`src/rtl/fpi_pkg.sv`:
```
package fpi_pkg;
  parameter int REG_AW = 5;
  parameter int SEQ_W  = 4;

  typedef enum logic [1:0] {
    U_INT = 2'd0,
    U_ADD = 2'd1,
    U_MUL = 2'd2,
    U_DIV = 2'd3
  } unit_e;

  typedef struct packed {
    logic              vld;
    logic              may_exc;
    unit_e             unit;
    logic [REG_AW-1:0] dst;
    logic [SEQ_W-1:0]  seq;
  } tag_t;

  // cycles from acceptance until the result occupies the write-back port
  function automatic int unsigned lat_of(unit_e u, int unsigned add_l,
                                         int unsigned mul_l, int unsigned div_l);
    case (u)
      U_INT:   return 1;
      U_ADD:   return add_l;
      U_MUL:   return mul_l;
      default: return div_l;
    endcase
  endfunction

  function automatic int unsigned max3(int unsigned a, int unsigned b, int unsigned c);
    int unsigned m;
    m = (a > b) ? a : b;
    return (m > c) ? m : c;
  endfunction
endpackage

```
`src/rtl/fpi_resv_shift.sv`:
```
module fpi_resv_shift
  import fpi_pkg::*;
#(
  parameter int DEPTH = 24,
  localparam int IDX_W = $clog2(DEPTH)
) (
  input  logic                 clk,
  input  logic                 rst_n,
  input  logic                 wr_en,
  input  logic [IDX_W-1:0]     wr_idx,
  input  tag_t                 wr_tag,
  output tag_t [DEPTH-1:0]     slots
);
  tag_t [DEPTH-1:0] slots_q;
  tag_t [DEPTH-1:0] slots_d;
  logic             landing_busy;

  always_comb begin
    for (int k = 0; k < DEPTH; k++) begin
      slots_d[k] = (k == DEPTH-1) ? tag_t'('0) : slots_q[(k+1) % DEPTH];
      if (wr_en && wr_idx == IDX_W'(k)) slots_d[k] = wr_tag;
    end
  end

  // a write landing where a shifted result already sits
  always_comb begin
    landing_busy = 1'b0;
    for (int k = 0; k < DEPTH-1; k++)
      if (wr_en && wr_idx == IDX_W'(k) && slots_q[k+1].vld) landing_busy = 1'b1;
  end

  always_ff @(posedge clk or negedge rst_n) begin
    if (!rst_n) slots_q <= '0;
    else        slots_q <= slots_d;
  end

  assign slots = slots_q;

  p_no_overwrite_r5: assert property (@(posedge clk) disable iff (!rst_n) !landing_busy)
    else $error("write-back slot booked twice");

  p_advance_r1: assert property (@(posedge clk) disable iff (!rst_n)
    slots_q[1].vld |=> slots_q[0].vld && slots_q[0].seq == $past(slots_q[1].seq))
    else $error("tag did not advance toward write-back");
endmodule

```
`src/rtl/fpi_div_track.sv`:
```
module fpi_div_track #(
  parameter int DIV_LAT = 24,
  localparam int CW = $clog2(DIV_LAT + 1)
) (
  input  logic clk,
  input  logic rst_n,
  input  logic start,
  output logic busy
);
  logic [CW-1:0] cnt_q;

  always_ff @(posedge clk or negedge rst_n) begin
    if (!rst_n)          cnt_q <= '0;
    else if (start)      cnt_q <= CW'(DIV_LAT - 1);
    else if (cnt_q != 0) cnt_q <= cnt_q - 1'b1;
  end

  assign busy = (cnt_q != '0);

  p_div_idle_start_r3: assert property (@(posedge clk) disable iff (!rst_n)
    start |-> cnt_q == '0)
    else $error("divide started while divider occupied");
endmodule

```
`src/rtl/fpi_hazard.sv`:
```
module fpi_hazard
  import fpi_pkg::*;
#(
  parameter int DEPTH = 24,
  localparam int LAT_W = $clog2(DEPTH + 1)
) (
  input  tag_t [DEPTH-1:0]  slots,
  input  logic [LAT_W-1:0]  new_lat,
  input  logic [REG_AW-1:0] src_a,
  input  logic [REG_AW-1:0] src_b,
  input  logic              safe_mode,
  output logic              wb_clash,
  output logic              raw_hit,
  output logic              exc_hold
);
  logic [DEPTH-1:0] clash_v, raw_v, exc_v;

  for (genvar k = 0; k < DEPTH; k++) begin : g_slot
    // slot k+... shifts to k-1 on the edge, so slot L meets a new write at L-1
    assign clash_v[k] = slots[k].vld && (new_lat == LAT_W'(k));
    if (k == 0) begin : g_head
      // head slot is on the write-back port: counted as finished
      assign raw_v[k] = 1'b0;
      assign exc_v[k] = 1'b0;
    end else begin : g_tail
      assign raw_v[k] = slots[k].vld && (slots[k].dst == src_a || slots[k].dst == src_b);
      assign exc_v[k] = safe_mode && slots[k].vld && slots[k].may_exc;
    end
  end

  assign wb_clash = |clash_v;
  assign raw_hit  = |raw_v;
  assign exc_hold = |exc_v;
endmodule

```
`src/rtl/fpi_issue_ctrl.sv`:
```
module fpi_issue_ctrl
  import fpi_pkg::*;
#(
  parameter int         ADD_LAT  = 4,
  parameter int         MUL_LAT  = 7,
  parameter int         DIV_LAT  = 24,
  parameter logic [3:0] EXC_MASK = 4'b1110
) (
  input  logic              clk,
  input  logic              rst_n,
  input  logic              safe_mode,
  input  logic              in_valid,
  input  logic [1:0]        in_unit,
  input  logic [REG_AW-1:0] in_dst,
  input  logic [REG_AW-1:0] in_src_a,
  input  logic [REG_AW-1:0] in_src_b,
  output logic              in_ready,
  output logic              issue,
  output logic [SEQ_W-1:0]  issue_seq,
  output logic              wb_valid,
  output logic [1:0]        wb_unit,
  output logic [REG_AW-1:0] wb_dst,
  output logic [SEQ_W-1:0]  wb_seq
);
  localparam int DEPTH = int'(max3(ADD_LAT, MUL_LAT, DIV_LAT));
  localparam int LAT_W = $clog2(DEPTH + 1);
  localparam int IDX_W = $clog2(DEPTH);

  unit_e              unit;
  logic [LAT_W-1:0]   new_lat;
  logic [IDX_W-1:0]   wr_idx;
  tag_t               wr_tag;
  tag_t [DEPTH-1:0]   slots;
  logic               div_busy, div_block, wb_clash, raw_hit, exc_hold, stall;
  logic [SEQ_W-1:0]   seq_q;

  assign unit    = unit_e'(in_unit);
  assign new_lat = LAT_W'(lat_of(unit, ADD_LAT, MUL_LAT, DIV_LAT));
  assign wr_idx  = IDX_W'(new_lat - LAT_W'(1));

  always_comb begin
    wr_tag.vld     = 1'b1;
    wr_tag.may_exc = EXC_MASK[in_unit];
    wr_tag.unit    = unit;
    wr_tag.dst     = in_dst;
    wr_tag.seq     = seq_q;
  end

  fpi_hazard #(.DEPTH(DEPTH)) hazard_i (
    .slots    (slots),
    .new_lat  (new_lat),
    .src_a    (in_src_a),
    .src_b    (in_src_b),
    .safe_mode(safe_mode),
    .wb_clash (wb_clash),
    .raw_hit  (raw_hit),
    .exc_hold (exc_hold)
  );

  fpi_div_track #(.DIV_LAT(DIV_LAT)) div_i (
    .clk  (clk),
    .rst_n(rst_n),
    .start(issue && unit == U_DIV),
    .busy (div_busy)
  );

  assign div_block = div_busy && unit == U_DIV;
  assign stall     = div_block | wb_clash | raw_hit | exc_hold;
  assign in_ready  = !stall;
  assign issue     = in_valid && in_ready;

  fpi_resv_shift #(.DEPTH(DEPTH)) resv_i (
    .clk   (clk),
    .rst_n (rst_n),
    .wr_en (issue),
    .wr_idx(wr_idx),
    .wr_tag(wr_tag),
    .slots (slots)
  );

  always_ff @(posedge clk or negedge rst_n) begin
    if (!rst_n)     seq_q <= '0;
    else if (issue) seq_q <= seq_q + 1'b1;
  end

  assign issue_seq = seq_q;
  assign wb_valid  = slots[0].vld;
  assign wb_unit   = slots[0].unit;
  assign wb_dst    = slots[0].dst;
  assign wb_seq    = slots[0].seq;

  p_seq_step_r9: assert property (@(posedge clk) disable iff (!rst_n)
    issue |=> issue_seq == $past(issue_seq) + SEQ_W'(1))
    else $error("sequence did not step");

  p_idle_hold_r11: assert property (@(posedge clk) disable iff (!rst_n)
    !in_valid |=> $stable(issue_seq))
    else $error("sequence moved while idle");
endmodule

```
`config.mk`:
```
export PLATFORM = sky130hd
export DESIGN_NAME = fpi_issue_ctrl
export DESIGN_NICKNAME = d
export VERILOG_FILES = /design/src/rtl/fpi_pkg.sv /design/src/rtl/fpi_resv_shift.sv /design/src/rtl/fpi_div_track.sv /design/src/rtl/fpi_hazard.sv /design/src/rtl/fpi_issue_ctrl.sv
export SDC_FILE = /design/constraint.sdc
export NUM_CORES = 1
export LEC_CHECK = 0
export CORE_UTILIZATION = 50
export CTS_BUF_LIST = sky130_fd_sc_hd__clkbuf_4
export DETAILED_ROUTE_END_ITERATION = 8
export DONT_BUFFER_PORTS = 1
export GPL_ROUTABILITY_DRIVEN = 1
export SLEW_MARGIN = 20
export SYNTH_ARGS = -nofsm -noshare
export SYNTH_HDL_FRONTEND = slang
export SYNTH_SLANG_ARGS = --single-unit
```
`constraint.sdc`:
```
create_clock -name clk -period 4.6 [get_ports clk]
set_input_delay 0.92 -clock clk [delete_from_list [all_inputs] [get_ports clk]]
set_output_delay 0.92 -clock clk [all_outputs]
set_load 0.02 [all_outputs]
```
* Word level (Yosys, flattened, before mapping) *
Index checks and enable logic that the tools add are counted.
W data, S select, Z words.

cells by class
  muxes and demuxes = 29
  reduce and logical (&&, ||, !) cells = 152
  bitwise logic cells = 3
  order comparisons = 1
  add/subtract/negate cells = 3
  equality and inequality tests = 95

operators by type and width
  operator               number
  $mux W13               24
  $eq A5 B5 Y1           46
  $logic_and A1 B1 Y1    120
  $eq A5 B4 Y1 const B   16
  $eq A5 B5 Y1 const B   16
  $reduce_or A23 Y1      2
  $eq A5 B3 Y1 const B   8
  $reduce_or A24 Y1      1
  $logic_or A1 B1 Y1     23
  $eq A5 B2 Y1 const B   4
  $pmux W5 S3            1
  $eq A5 B1 Y1 const B   2
  $logic_not A5 Y1       2
  $mux W5                2
  $sub A5 B1 Y5 const B  2
  $reduce_bool A5 Y1     1
  $add A4 B1 Y4 const B  1
  $eq A2 B2 Y1 const B   2
  $lt A2 B3 Y1 const B   1
  $or A1 B1 Y1           3
  $bmux W1 S2            1
  $eq A2 B1 Y1 const B   1
  $logic_not A2 Y1       1
  $reduce_bool A2 Y1     1
  other kinds (2)        2

storage, ports and cells
  register bits = 320
  input bits = 21

* Logic depth before layout (Yosys ltp) *
Gate-level depths: netlist (run 1).

  depth in word-level cells = 12
  gate-level depth with buffers = 16
  mapped depth without buffers = 12

* By module *
Synthesis (run 1) repeated with hierarchy kept, for this count alone.

second synthesis, totals
  cells, all modules = 1,185
  area, all modules = 15,746.4 um^2

by module, submodules not included
  module          area an instance (um^2)  cells an instance  instances
  fpi_resv_shift  11,738.8                 711                1
  fpi_hazard      3,417.0                  419                1
  fpi_issue_ctrl  325.3                    30                 1
  fpi_div_track   265.3                    25                 1

* Worst setup path before layout (run 1) *
OpenSTA, ideal clock, no wires.

  path type = input-to-output
  start = in in_unit[0]
  end = out issue
  cell stages on the path = 12
  data arrival time = 3,410 ps
  path slack = 270 ps
  cell sequence = clkbuf_1 inv_1 ha_1 a32o_1 a222oi_1 and4_1 nand2_1 nor4_4 nand2_2 clkinv_2 buf_6 clkbuf_1

between the ends
  cells in the longest elaborated chain, start to end = 10
  elaborated cells on any way between the ends = 60
  those cells by class = eq/ne (26); mux (1); bitwise (3); reduce/logical (30)

RTL lines
  what                                        RTL line              source
  start: declaration                          fpi_issue_ctrl.sv:13  input logic [1:0] in_unit,
  $eq A2 B2 Y1, or another cell as far along  fpi_pkg.sv:23         case (u)
  $pmux W5 S3                                 fpi_pkg.sv:23
  $eq A5 B1 Y1, or another cell as far along  fpi_hazard.sv:20      assign clash_v[k] = slots[k].vld && (new_lat == LAT_W'(k));
  $logic_and A1 B1 Y1                         fpi_hazard.sv:20
  $reduce_or A24 Y1                           fpi_hazard.sv:31      assign wb_clash = |clash_v;
  $or A1 B1 Y1 (*) (3 in series)              fpi_issue_ctrl.sv:68  assign stall = div_block | wb_clash | raw_hit | exc_hold;
  $logic_not A1 Y1 (*)                        fpi_issue_ctrl.sv:69  assign in_ready = !stall;
  net in_ready                                fpi_issue_ctrl.sv:17  output logic in_ready,
  $logic_and A1 B1 Y1 (*)                     fpi_issue_ctrl.sv:70  assign issue = in_valid && in_ready;
  end: declaration                            fpi_issue_ctrl.sv:18  output logic issue,

Mark *: on every way through the listed nets, which the timed path passes. The rest lies on a longest branch.

* Final worst setup path (run 1) *
  start = reg resv_i.slots_q (netlist bit resv_i.slots[155])
  end = out issue

between the ends
  cells in the longest elaborated chain, start to end = 7
  elaborated cells on any way between the ends = 12
  those cells by class = bitwise (3); reduce/logical (9)

RTL lines
  what                        RTL line              source
  start: declaration          fpi_resv_shift.sv:14  tag_t [DEPTH-1:0] slots_q;
  start signal: assignment    fpi_resv_shift.sv:34  else slots_q <= slots_d;
  $logic_and A1 B1 Y1         fpi_hazard.sv:20
  $reduce_or A24 Y1           fpi_hazard.sv:31
  $or A1 B1 Y1 (2 in series)  fpi_issue_ctrl.sv:68
  $or A1 B1 Y1 (*)            fpi_issue_ctrl.sv:68
  $logic_not A1 Y1 (*)        fpi_issue_ctrl.sv:69
  $logic_and A1 B1 Y1 (*)     fpi_issue_ctrl.sv:70

Every way passes the cells marked *; elsewhere a longest branch is shown, timed or not.

==> impl_metrics.env, run 1 <==
export IMPL_status="complete, but fails checks"
export IMPL_violations="hold timing"
export IMPL_drc=0
export IMPL_min_period_ns=4.31
export IMPL_num_vias=8576
export IMPL_rsz0062_at_grt="false"
export IMPL_fin_skew_ns=0.0655
export IMPL_cts_tree="yes"
export IMPL_synthDistinctLibCells=46
export IMPL_synth_edf_count=0
export IMPL_synth_warnings=0
export IMPL_synth_nets=1191
export IMPL_synth_seq_cells=320
export IMPL_tns_ns=0
export IMPL_grt_first_pass_wirelength_mm=55.7
export IMPL_p_comb_share_pct=20.8
export IMPL_die_width_um=177
export IMPL_reg2reg_depth=11
export IMPL_max_cap_violations=0
export IMPL_fin_ws_ns=0.286
export IMPL_switching_share_pct=31.6
export IMPL_crit_arrival_ns=3.39
export IMPL_final_cell_area_um2=16000
export IMPL_ys_seq_area_share_pct=52.3
export IMPL_ant_nets=0
export IMPL_clkSinkCount=320
export IMPL_die_area_um2=31300
export IMPL_avgSynthCellArea_um2=13.2
export IMPL_dr_pass1_iters=5
export IMPL_endpoint_kind="primary output"
export IMPL_leakage_nw=8.24
export IMPL_drtIter0Drc=491
export IMPL_io_pins=39
export IMPL_async_reset_ff_share_pct=100
export IMPL_core_area_um2=29900
export IMPL_rr_startpoint="resv_i.slots[155]"
export IMPL_startpoint="resv_i.slots[155]"
export IMPL_hold_slack_ns=-0.0867
export IMPL_portBuffers=0
export IMPL_pwr_share_seq_pct=51.3
export IMPL_ys_flop_type="dfrtp_1"
export IMPL_worst_slew_pin_slew_ns=0.932
export IMPL_vias_per_cell=5.53
export IMPL_gp_congestion=0.848
export IMPL_p_per_area_nw_per_um2=513
export IMPL_final_hold_viol_count=134
export IMPL_synth_area_um2=15300
export IMPL_p_clk_share_pct=27.9
export IMPL_fin_crit_sh_pct=93.8
export IMPL_power_switching_w=0.00259
export IMPL_nFillCells=2577
export IMPL_syn_inst=1161
export IMPL_dp_hpwl_mm=22.0
export IMPL_path_class="register to primary output"
export IMPL_htree_levels=3
export IMPL_dieHeight_um=177
export IMPL_cts_setup_buffers=0
export IMPL_reg2reg_to="resv_i.slots[47]"
export IMPL_crit_path_max_fanout=8
export IMPL_wl_per_cell_um=23.0
export IMPL_post_dp_cell_area_um2=15000
export IMPL_grt_max_degree=321
export IMPL_antenna_found_initial=1
export IMPL_cts_root_buffer="clkbuf_4"
export IMPL_overflow=0
export IMPL_drive_gt1_share_pct=30.0
export IMPL_grt_pass1_vias=9156
export IMPL_nets=1149
export IMPL_cts_inserted_buffers=85
export IMPL_cts_resized_gates=0
export IMPL_cts_buffer_depth=3
export IMPL_dp_slack_ns=0.419
export IMPL_hp_class="input port to async pin"
export IMPL_finalSetupViolCount=0
export IMPL_cp_required_ns=3.68
export IMPL_drt_total_wl_mm=35.7
export IMPL_grtUsageTotal_pct=24.1
export IMPL_clk_latency_ns=0.75
export IMPL_p_int_w=0.00561
export IMPL_utilization_pct=53.5
export IMPL_r2r_slack_ns=0.77
export IMPL_max_freq_mhz=232
export IMPL_drv_slew=0
export IMPL_start_util_pct=51.3
export IMPL_rows=63
export IMPL_area_growth_pct=4.35
export IMPL_relSlewSlack_pct=37.7
export IMPL_max_vdd_ir_drop_mv=0.365
export IMPL_clk_pin_slew_ns=0.07
export IMPL_startpoint_type="register"
==> synth_stat cells (all sizes together), types with 3 or more instances <==
cell type	count	area, µm²
dfrtp	320	8010
mux2	211	2650
xor2	176	1540
clkbuf	77	289
buf	67	594
xnor2	60	526
nand3	50	265
nor4	46	303
nand2b	21	131
nand4	18	218
nand2	15	58.8
inv	14	52.6
a22oi	11	82.6
and3	10	62.6
ha	9	113
mux2i	8	80.1
and2	7	43.8
a21oi	5	25.0
a31oi	5	31.3
nor2	5	18.8
nor3	4	20.0
o21ai	4	20.0
and4	3	26.3
nand4b	3	56.3
==> power groups by stage <==
stage	clock, W	combinational [W]	sequential [W]
global placement	0	0.00168	0.00425
CTS	0.00237	0.00173	0.00421
detailed placement	0	0.00171	0.00426
floorplan	0	0.00167	0.00397
finish	0.00229	0.00171	0.00421
global route	0.00251	0.00189	0.00429
==> worst max-delay path: stages, from the launching register on <==
cell and delay [ns]:
dfrtp_1 0.42, a22oi_1 0.36, nand4_1 0.20, o31a_1 0.32, a21oi_1 0.15, nand4_1 0.23, nor4_4 0.43, nand2_2 0.17
clkinv_2 0.13, buf_4 0.24
==> per-layer routing <==
layer	up-vias	wire [µm]	global-route usage, %
met1	4440	16000	32.8
li1	3853	-	-
met2	217	17200	38.5
met3	66	1630	4.66
met5	-	0	0
met4	0	804	8.15
==> layout make-up <==
class | count | area, µm² | area share [%]
diodes | 1 | 2.50 | 0.0157
clock buffers | 115 | 863 | 5.40
multi-input cells | 682 | 6370 | 39.8
clock inverters | 14 | 82.6 | 0.517
flip-flops and latches | 320 | 8010 | 50.1
well taps | 390 | 488 | 3.05
inverters | 15 | 57.6 | 0.360
repair buffers | 15 | 113 | 0.705
==> cells in the final DEF (no fill, tap or decap), types with 3 or more instances in the layout <==
cell type	n
nand3_2	3
nand2b_1	21
nand4_1	11
dfrtp_1	320
mux2_2	121
nand2_1	14
nand4_4	7
and2_1	7
inv_1	14
and3_1	10
mux2i_1	8
nor2_1	5
xnor2_1	60
a31oi_1	5
a22oi_1	11
mux2_1	18
ha_1	9
nor3_1	4
mux2_4	72
clkbuf_4	115
xor2_1	176
and4_1	3
nand3_1	47
a21oi_1	5
buf_4	15
clkinv_1	7
nor4_1	45
o21ai_0	4
==> worst max-delay path by stage <==
stage	slack [ns]	depth (start not counted)	endpoint
after floorplan	0.27	12	issue
after global placement	0.53	12	resv_i.slots[44]
after detailed placement	0.42	12	resv_i.slots[44]
after CTS	0.26	9	issue
after global routing	0.06	9	issue
final	0.29	9	issue
==> registers in the layout (all words and copies together), names as in the netlist <==
signal        count
resv_i.slots    311
div_i.cnt_q       5
issue_seq         4
==> through the flow <==
stage	power, W	instances	hold slack (ns)
finish	0.00820	1552	-0.0867
detailed placement	0.00597	1422	0.337
CTS	0.00831	1551	-0.171
global placement	0.00594	1422	0.332
floorplan	0.00564	1161	0.405
global route	0.00870	1552	-0.156
==> kinds of logic (layout without fill, tap and decap cells) <==
logic type / count (synthesis) / count (layout) / share of synthesized area [%]
flops: 320 / 320 / 52.3
xor+xnor: 236 / 236 / 13.5
mux: 219 / 219 / 17.8
fa+ha+maj: 9 / 9 / 0.735
simple gates: 187 / 187 / 8.17
other cells: 0 / 1 / 0
compound gates: 31 / 31 / 1.38
buf+inv: 159 / 159 / 6.14
Power figures use the tool's default switching activity.
==> run 2, diff against run 1 <==
--- a/config.mk
+++ b/config.mk
@@ -5,11 +5,14 @@
 export SDC_FILE = /design/constraint.sdc
 export NUM_CORES = 1
 export LEC_CHECK = 0
-export CORE_UTILIZATION = 50
+export CELL_PAD_IN_SITES_DETAIL_PLACEMENT = 2
+export CELL_PAD_IN_SITES_GLOBAL_PLACEMENT = 2
+export CORE_UTILIZATION = 47
 export CTS_BUF_LIST = sky130_fd_sc_hd__clkbuf_4
 export DETAILED_ROUTE_END_ITERATION = 8
 export DONT_BUFFER_PORTS = 1
 export GPL_ROUTABILITY_DRIVEN = 1
+export PLACE_DENSITY_LB_ADDON = 0.1
 export SLEW_MARGIN = 20
 export SYNTH_ARGS = -nofsm -noshare
 export SYNTH_HDL_FRONTEND = slang
==> run 2 against run 1 <==
Net effect:
- the flow still finishes with violations (hold timing)
- wire length is 16% higher
- count of clock-buffer cells in the layout is 5 higher
- setup slack worse by 0.093 ns
- hold slack worse by 0.061 ns
- final area is 1.6% higher
- sequential power hardly changed
- sequential share of layout area is 0.79 points lower
- core utilization is 2.4 points lower
- non-clock buffer count is 8 higher
- final cell count is 4.8% higher
- largest cell class unchanged
==> impl_metrics.env, run 2 (synthesized netlist as in run 1, its figures left out) <==
export IMPL_status="complete, but fails checks"
export IMPL_violations="hold timing"
export IMPL_vias_per_cell=5.35
export IMPL_drc=0
export IMPL_finalSetupViolCount=0
export IMPL_htree_levels=3
export IMPL_grt_met1_usage_pct=32.4
export IMPL_cp_required_ns=3.68
export IMPL_tns_ns=0
export IMPL_rr_startpoint="resv_i.slots[116]"
export IMPL_use_met3_pct=5.73
export IMPL_startpoint="resv_i.slots[116]"
export IMPL_drt_total_wl_mm=41.4
export IMPL_drv_slew=0
export IMPL_fin_skew_ns=0.0589
export IMPL_core_area_um2=31800
export IMPL_crit_arrival_ns=3.49
export IMPL_endpoint_kind="primary output"
export IMPL_num_vias=8710
export IMPL_clk_latency_ns=0.81
export IMPL_p_per_area_nw_per_um2=530
export IMPL_relSlewSlack_pct=44.2
export IMPL_dieHeight_um=183
export IMPL_antenna_found_initial=2
export IMPL_final_hold_viol_count=320
export IMPL_max_vdd_ir_drop_mv=0.378
export IMPL_clkSinkCount=320
export IMPL_grt_max_degree=321
export IMPL_path_class="register to primary output"
export IMPL_hold_slack_ns=-0.148
export IMPL_startpoint_type="register"
export IMPL_drive_gt1_share_pct=30.7
export IMPL_grt_pass1_vias=10290
export IMPL_dp_slack_ns=0.113
export IMPL_grt_first_pass_wirelength_mm=64.3
export IMPL_io_pins=39
export IMPL_die_area_um2=33300
export IMPL_fin_crit_sh_pct=95.8
export IMPL_cts_tree="yes"
export IMPL_drtIter0Drc=417
export IMPL_gp_congestion=0.807
export IMPL_mostFrequentLayoutCells="dfrtp_1 (320), xor2_1 (176), mux2_2 (121)"
export IMPL_cts_buffer_depth=3
export IMPL_wl_per_cell_um=25.4
export IMPL_hp_class="input port to async pin"
export IMPL_nets=1159
export IMPL_rows=65
export IMPL_worst_slew_pin_slew_ns=0.831
export IMPL_grtUsageTotal_pct=26.3
export IMPL_leakage_nw=8.35
export IMPL_dr_pass1_iters=4
export IMPL_largest_reg_flops=311
export IMPL_layout_commonest_cell="dfrtp_1"
export IMPL_start_util_pct=48.2
export IMPL_die_width_um=183
export IMPL_fin_ws_ns=0.192
export IMPL_crit_path_max_fanout=14
export IMPL_max_freq_mhz=227
export IMPL_cts_root_buffer="clkbuf_4"
export IMPL_portBuffers=0
export IMPL_use_met2_pct=45.1
export IMPL_dp_hpwl_mm=25.6
export IMPL_clk_pin_slew_ns=0.07
export IMPL_max_cap_violations=0
export IMPL_min_period_ns=4.41
export IMPL_overflow=0
export IMPL_cts_inserted_buffers=87
export IMPL_area_growth_pct=6.02
export IMPL_ant_nets=0
export IMPL_busiest_layer="met2"
export IMPL_rsz0062_at_grt="false"
[run 2: cell types whose count changed in the layout (fill, tap and decap cells not counted), sizes merged]
cell / before / now
clkinv: 9 / 24
buf: 15 / 23
clkbuf: 115 / 120
diode: 1 / 3
bufinv: 0 / 1
inv: 18 / 17
[run 2: final cells by class]
| class | count | area, µm² |
|---|---|---|
| fillers | 3023 | 15600 |
| flip-flops and latches | 320 | 8010 |
| multi-input cells | 682 | 6370 |
| clock buffers | 120 | 901 |
| well taps | 435 | 544 |
| repair buffers | 23 | 185 |
| clock inverters | 29 | 158 |
| inverters | 15 | 63.8 |
| diodes | 3 | 7.51 |
[run 2: worst max-delay path, stage by stage (launching register included)]
cell and delay, ns:
dfrtp_1 0.46, a222oi_1 0.48, nand3_1 0.12, o31a_1 0.35, a21oi_2 0.20, nand4_1 0.20, nor4_4 0.46, nand2_2 0.17
inv_8 0.09, buf_12 0.17
[run 2: per-stage QoR]
stage                     cells  hold WS [ns]  utilization, %  power [W]  cell area [µm²]
final                      1627        -0.148            51.1    0.00860            16200
after global routing       1625        -0.219            51.1    0.00908            16200
after floorplan            1161         0.405               -    0.00564            15300
after global placement     1472         0.333            47.6    0.00599            15100
after CTS                  1623        -0.228            51.0    0.00871            16200
after detailed placement   1472         0.336            47.6    0.00609            15100
[run 2: repair_timing]
| action | CTS | global route |
|---|---|---|
| resized for setup | 3 | 3 |
| setup buffers | 2 | 1 |
| endpoints found under the setup margin | 1 | 1 |
| gates cloned | 0 | 0 |
| hold endpoints to repair | 320 | 320 |
| pin swaps | 3 | 3 |
[run 2: where the power goes]
part / switching, W / internal, W
clock network: 0.00124 / 0.00126
logic: 0.000888 / 0.000974
registers: 0.000696 / 0.00354
[run 2: path summary, 6_finish.rpt]
kind	to	slack, ns	depth (start not counted)
worst max-delay path	issue	0.19	9
worst min-delay path	resv_i.slots[17]	-0.15	0
worst max register to register	resv_i.slots[27]	0.59	12
worst min register to register	resv_i.slots[120]	0.35	0
max in group asynchronous	resv_i.slots[249]	4.20	0
min in group clk	resv_i.slots[282]	0.26	1
[run 2: per-layer routing]
layer	share of wire [%]	wire [µm]
met2	51	21200
met1	41	17000
met3	4.9	2040
met5	0.024	10
met4	2.7	1110
==> run 3, diff against run 2 <==
--- a/config.mk
+++ b/config.mk
@@ -5,9 +5,10 @@
 export SDC_FILE = /design/constraint.sdc
 export NUM_CORES = 1
 export LEC_CHECK = 0
+export ABC_AREA = 1
 export CELL_PAD_IN_SITES_DETAIL_PLACEMENT = 2
 export CELL_PAD_IN_SITES_GLOBAL_PLACEMENT = 2
-export CORE_UTILIZATION = 47
+export CORE_UTILIZATION = 39
 export CTS_BUF_LIST = sky130_fd_sc_hd__clkbuf_4
 export DETAILED_ROUTE_END_ITERATION = 8
 export DONT_BUFFER_PORTS = 1
==> run 3 against run 2 <==
Net effect:
- the run still ends with hold timing left
- via count grew 65%
- count of clock-buffer cells in the layout grew 13
- first-iteration DRC count grew 63%
- clock skew grew 0.0026 ns
- synthesized area grew 7.1%
- non-clock buffer count grew 17
- total power grew 6.8%
- die area grew 29%
- final area grew 7.9%
- critical path type unchanged
==> impl_metrics.env, run 3 <==
export IMPL_area_growth_pct=6.73
export IMPL_drv_slew=0
export IMPL_drc=0
export IMPL_r2r_slack_ns=1.07
export IMPL_power_switching_w=0.00351
export IMPL_overflow=0
export IMPL_cp_slowest_stage_delay_ns=0.36
export IMPL_reg2reg_depth=13
export IMPL_die_width_um=207
export IMPL_wl_per_cell_um=22.9
export IMPL_ys_seq_area_share_pct=48.8
export IMPL_path_class="register to primary output"
export IMPL_status="complete, but fails checks"
export IMPL_synth_area_leaders="dfrtp_1 (49%), nand2_1 (21%), nand3_1 (8.4%)"
export IMPL_num_vias=14330
export IMPL_synth_area_um2=16400
export IMPL_crit_chain="inv_1 > ha_1 > nand2_1 > or2_1 > a211oi_1 > nand2_1 > nor2_1 > nand2_1 > nor2_4"
export IMPL_violations="hold timing"
export IMPL_start_util_pct=39.8
export IMPL_gp_congestion=0.803
export IMPL_max_cap_violations=0
export IMPL_path_buf_inv=1
export IMPL_crit_arrival_ns=3.12
export IMPL_crit_family="simple AND/OR/NAND/NOR gates"
export IMPL_synthDistinctLibCells=30
export IMPL_dp_slack_ns=0.585
export IMPL_relSlewSlack_pct=4.87
export IMPL_synthXorXnorAreaFrac_pct=6.08
export IMPL_rsz0062_at_grt="false"
export IMPL_path_depth=9
export IMPL_largest_reg_flops=311
export IMPL_fin_skew_ns=0.0615
export IMPL_rr_startpoint="div_i.cnt_q[0]"
export IMPL_grt_pass1_vias=15989
export IMPL_dieHeight_um=207
export IMPL_clk_latency_ns=0.85
export IMPL_grt_first_pass_wirelength_mm=95.8
export IMPL_synth_edf_count=0
export IMPL_cts_tree="yes"
export IMPL_portBuffers=0
export IMPL_finalSetupViolCount=0
export IMPL_avgSynthCellArea_um2=7.57
export IMPL_p_comb_share_pct=25.2
export IMPL_crit_path_max_fanout=7
export IMPL_yosysMostFrequentCell="nand2_1"
export IMPL_reg2reg_to="resv_i.slots[149]"
export IMPL_p_clk_share_pct=29.9
export IMPL_yosysTopAreaCellShare_pct=48.8
export IMPL_max_vdd_ir_drop_mv=0.790
export IMPL_cp_slowest_cell="dfrtp_1"
export IMPL_hold_slack_ns=-0.203
export IMPL_synth_adder_area_share_pct=0.686
export IMPL_htree_levels=3
export IMPL_fin_ws_ns=0.557
export IMPL_cp_required_ns=3.68
export IMPL_yosys_area_share_simple_pct=34.0
export IMPL_synth_commonest_cells="nand2_1 (918), dfrtp_1 (320), nand3_1 (274), inv_1 (140), nor2_1 (137)"
export IMPL_cpMostUsedCell="nand2_1"
export IMPL_final_cell_area_um2=17500
export IMPL_synth_compound_area_share_pct=0.465
export IMPL_synth_mux_area_fraction_pct=0
export IMPL_yosys_area_top_type="dfrtp_1"
export IMPL_clkSinkCount=320
export IMPL_max_freq_mhz=247
export IMPL_grtUsageTotal_pct=29.5
export IMPL_ant_nets=0
export IMPL_worst_slew_pin_slew_ns=1.43
export IMPL_cts_buffer_depth=3
export IMPL_grt_max_degree=321
export IMPL_dr_pass1_iters=5
export IMPL_die_area_um2=42900
export IMPL_dp_hpwl_mm=38.7
export IMPL_switching_share_pct=38.2
export IMPL_ys_flop_type="dfrtp_1"
export IMPL_p_per_area_nw_per_um2=525
export IMPL_fin_crit_sh_pct=87.9
export IMPL_syn_inst=2168
export IMPL_final_hold_viol_count=127
export IMPL_post_dp_cell_area_um2=16300
export IMPL_pwr_share_seq_pct=44.9
export IMPL_synth_top_family_by_area="simple AND/OR/NAND/NOR gates"
export IMPL_cts_root_buffer="clkbuf_4"
export IMPL_hp_class="input port to async pin"
export IMPL_layout_commonest_cell="nand2_1"
export IMPL_synth_nets=2198
export IMPL_cts_inserted_buffers=90
export IMPL_rows=74
export IMPL_nets=2136
export IMPL_core_area_um2=41200
export IMPL_p_int_w=0.00568
export IMPL_drtIter0Drc=679
export IMPL_cts_setup_buffers=0
export IMPL_synth_seq_cells=320
export IMPL_cts_resized_gates=0
export IMPL_vias_per_cell=5.30
export IMPL_io_pins=39
export IMPL_drt_total_wl_mm=61.8
export IMPL_min_period_ns=4.04
export IMPL_tns_ns=0
export IMPL_power_w=0.00919
export IMPL_endpoint_kind="primary output"
export IMPL_antenna_found_initial=2
export IMPL_leakage_nw=9.77
export IMPL_synth_warnings=0
export IMPL_async_reset_ff_share_pct=100
export IMPL_clk_pin_slew_ns=0.07
export IMPL_mostFrequentLayoutCells="nand2_1 (918), dfrtp_1 (320), nand3_1 (274)"
export IMPL_startpoint_type="register"
export IMPL_drive_gt1_share_pct=8.76
## run 3: cell types whose count changed after synthesis, moves of 21 or more
| cell | change |
|---|---|
| nor4_1 | -43 |
| nand2_1 | +904 |
| inv_1 | +126 |
| mux2_2 | -121 |
| mux2_4 | -72 |
| nand3_1 | +227 |
| nand2b_1 | -21 |
| xor2_1 | -109 |
| nor2_1 | +132 |
| buf_2 | +23 |
## run 3: worst max-delay path by stage
stage	slack, ns	start	to
finish	0.56	div_i.cnt_q[0]	issue
global route	0.34	div_i.cnt_q[0]	issue
CTS	0.48	div_i.cnt_q[0]	issue
detailed placement	0.59	in_src_a[4]	resv_i.slots[234]
global placement	0.69	in_src_a[4]	resv_i.slots[244]
floorplan	0.84	in_unit[0]	issue
## run 3: cell families after synthesis
family | after synthesis
DFF | 320
and+or+nand+nor | 1369
xor gates and xnor gates | 114
buffers and inverters | 344
adders and majority gates | 9
AOI/OAI and AO/OA | 12
## run 3: power by group through the flow
stage | logic, W | registers, W | clock network, W
global placement | 0.00218 | 0.00415 | 0
detailed placement | 0.00231 | 0.00417 | 0
finish | 0.00232 | 0.00413 | 0.00274
CTS | 0.00233 | 0.00413 | 0.00284
floorplan | 0.00201 | 0.00390 | 0
global route | 0.00259 | 0.00421 | 0.00296
## run 3: final cells by class
type,count,area (µm²)
Tap cell,532,666
Clock inverter,23,160
Antenna cell,4,10.0
Sequential cell,320,8010
Timing Repair Buffer,40,325
Fill cell,4803,23700
Multi-Input combinational cell,1504,6780
Inverter,150,567
Clock buffer,133,998
## run 3: routing by layer
| metal | GRT usage, % | routed length [µm] |
|---|---|---|
| met1 | 37.4 | 27300 |
| met2 | 51.6 | 31000 |
| met3 | 4.78 | 2120 |
| met4 | 9.11 | 1370 |
| met5 | 0 | 0 |
## run 3: through the flow
stage | hold slack (ns) | instances | utilization (%)
final | -0.203 | 2706 | 42.5
after global routing | -0.300 | 2706 | 42.5
after CTS | -0.315 | 2702 | 42.5
after detailed placement | 0.337 | 2546 | 39.7
after global placement | 0.333 | 2546 | 39.7
after floorplan | 0.405 | 2168 | -
## run 3: worst register-to-register path, cell delays in order, from the launching register on
cell and delay (ns):
dfrtp_1 0.36, inv_1 0.13, ha_1 0.21, nand2_1 0.08, or2_1 0.36, a211oi_1 0.36, nand2_1 0.10, nor2_1 0.24
nand2_1 0.20, nor2_4 0.24, buf_12 0.40, buf_12 0.48, nand3_1 0.17, nand2_1 0.10
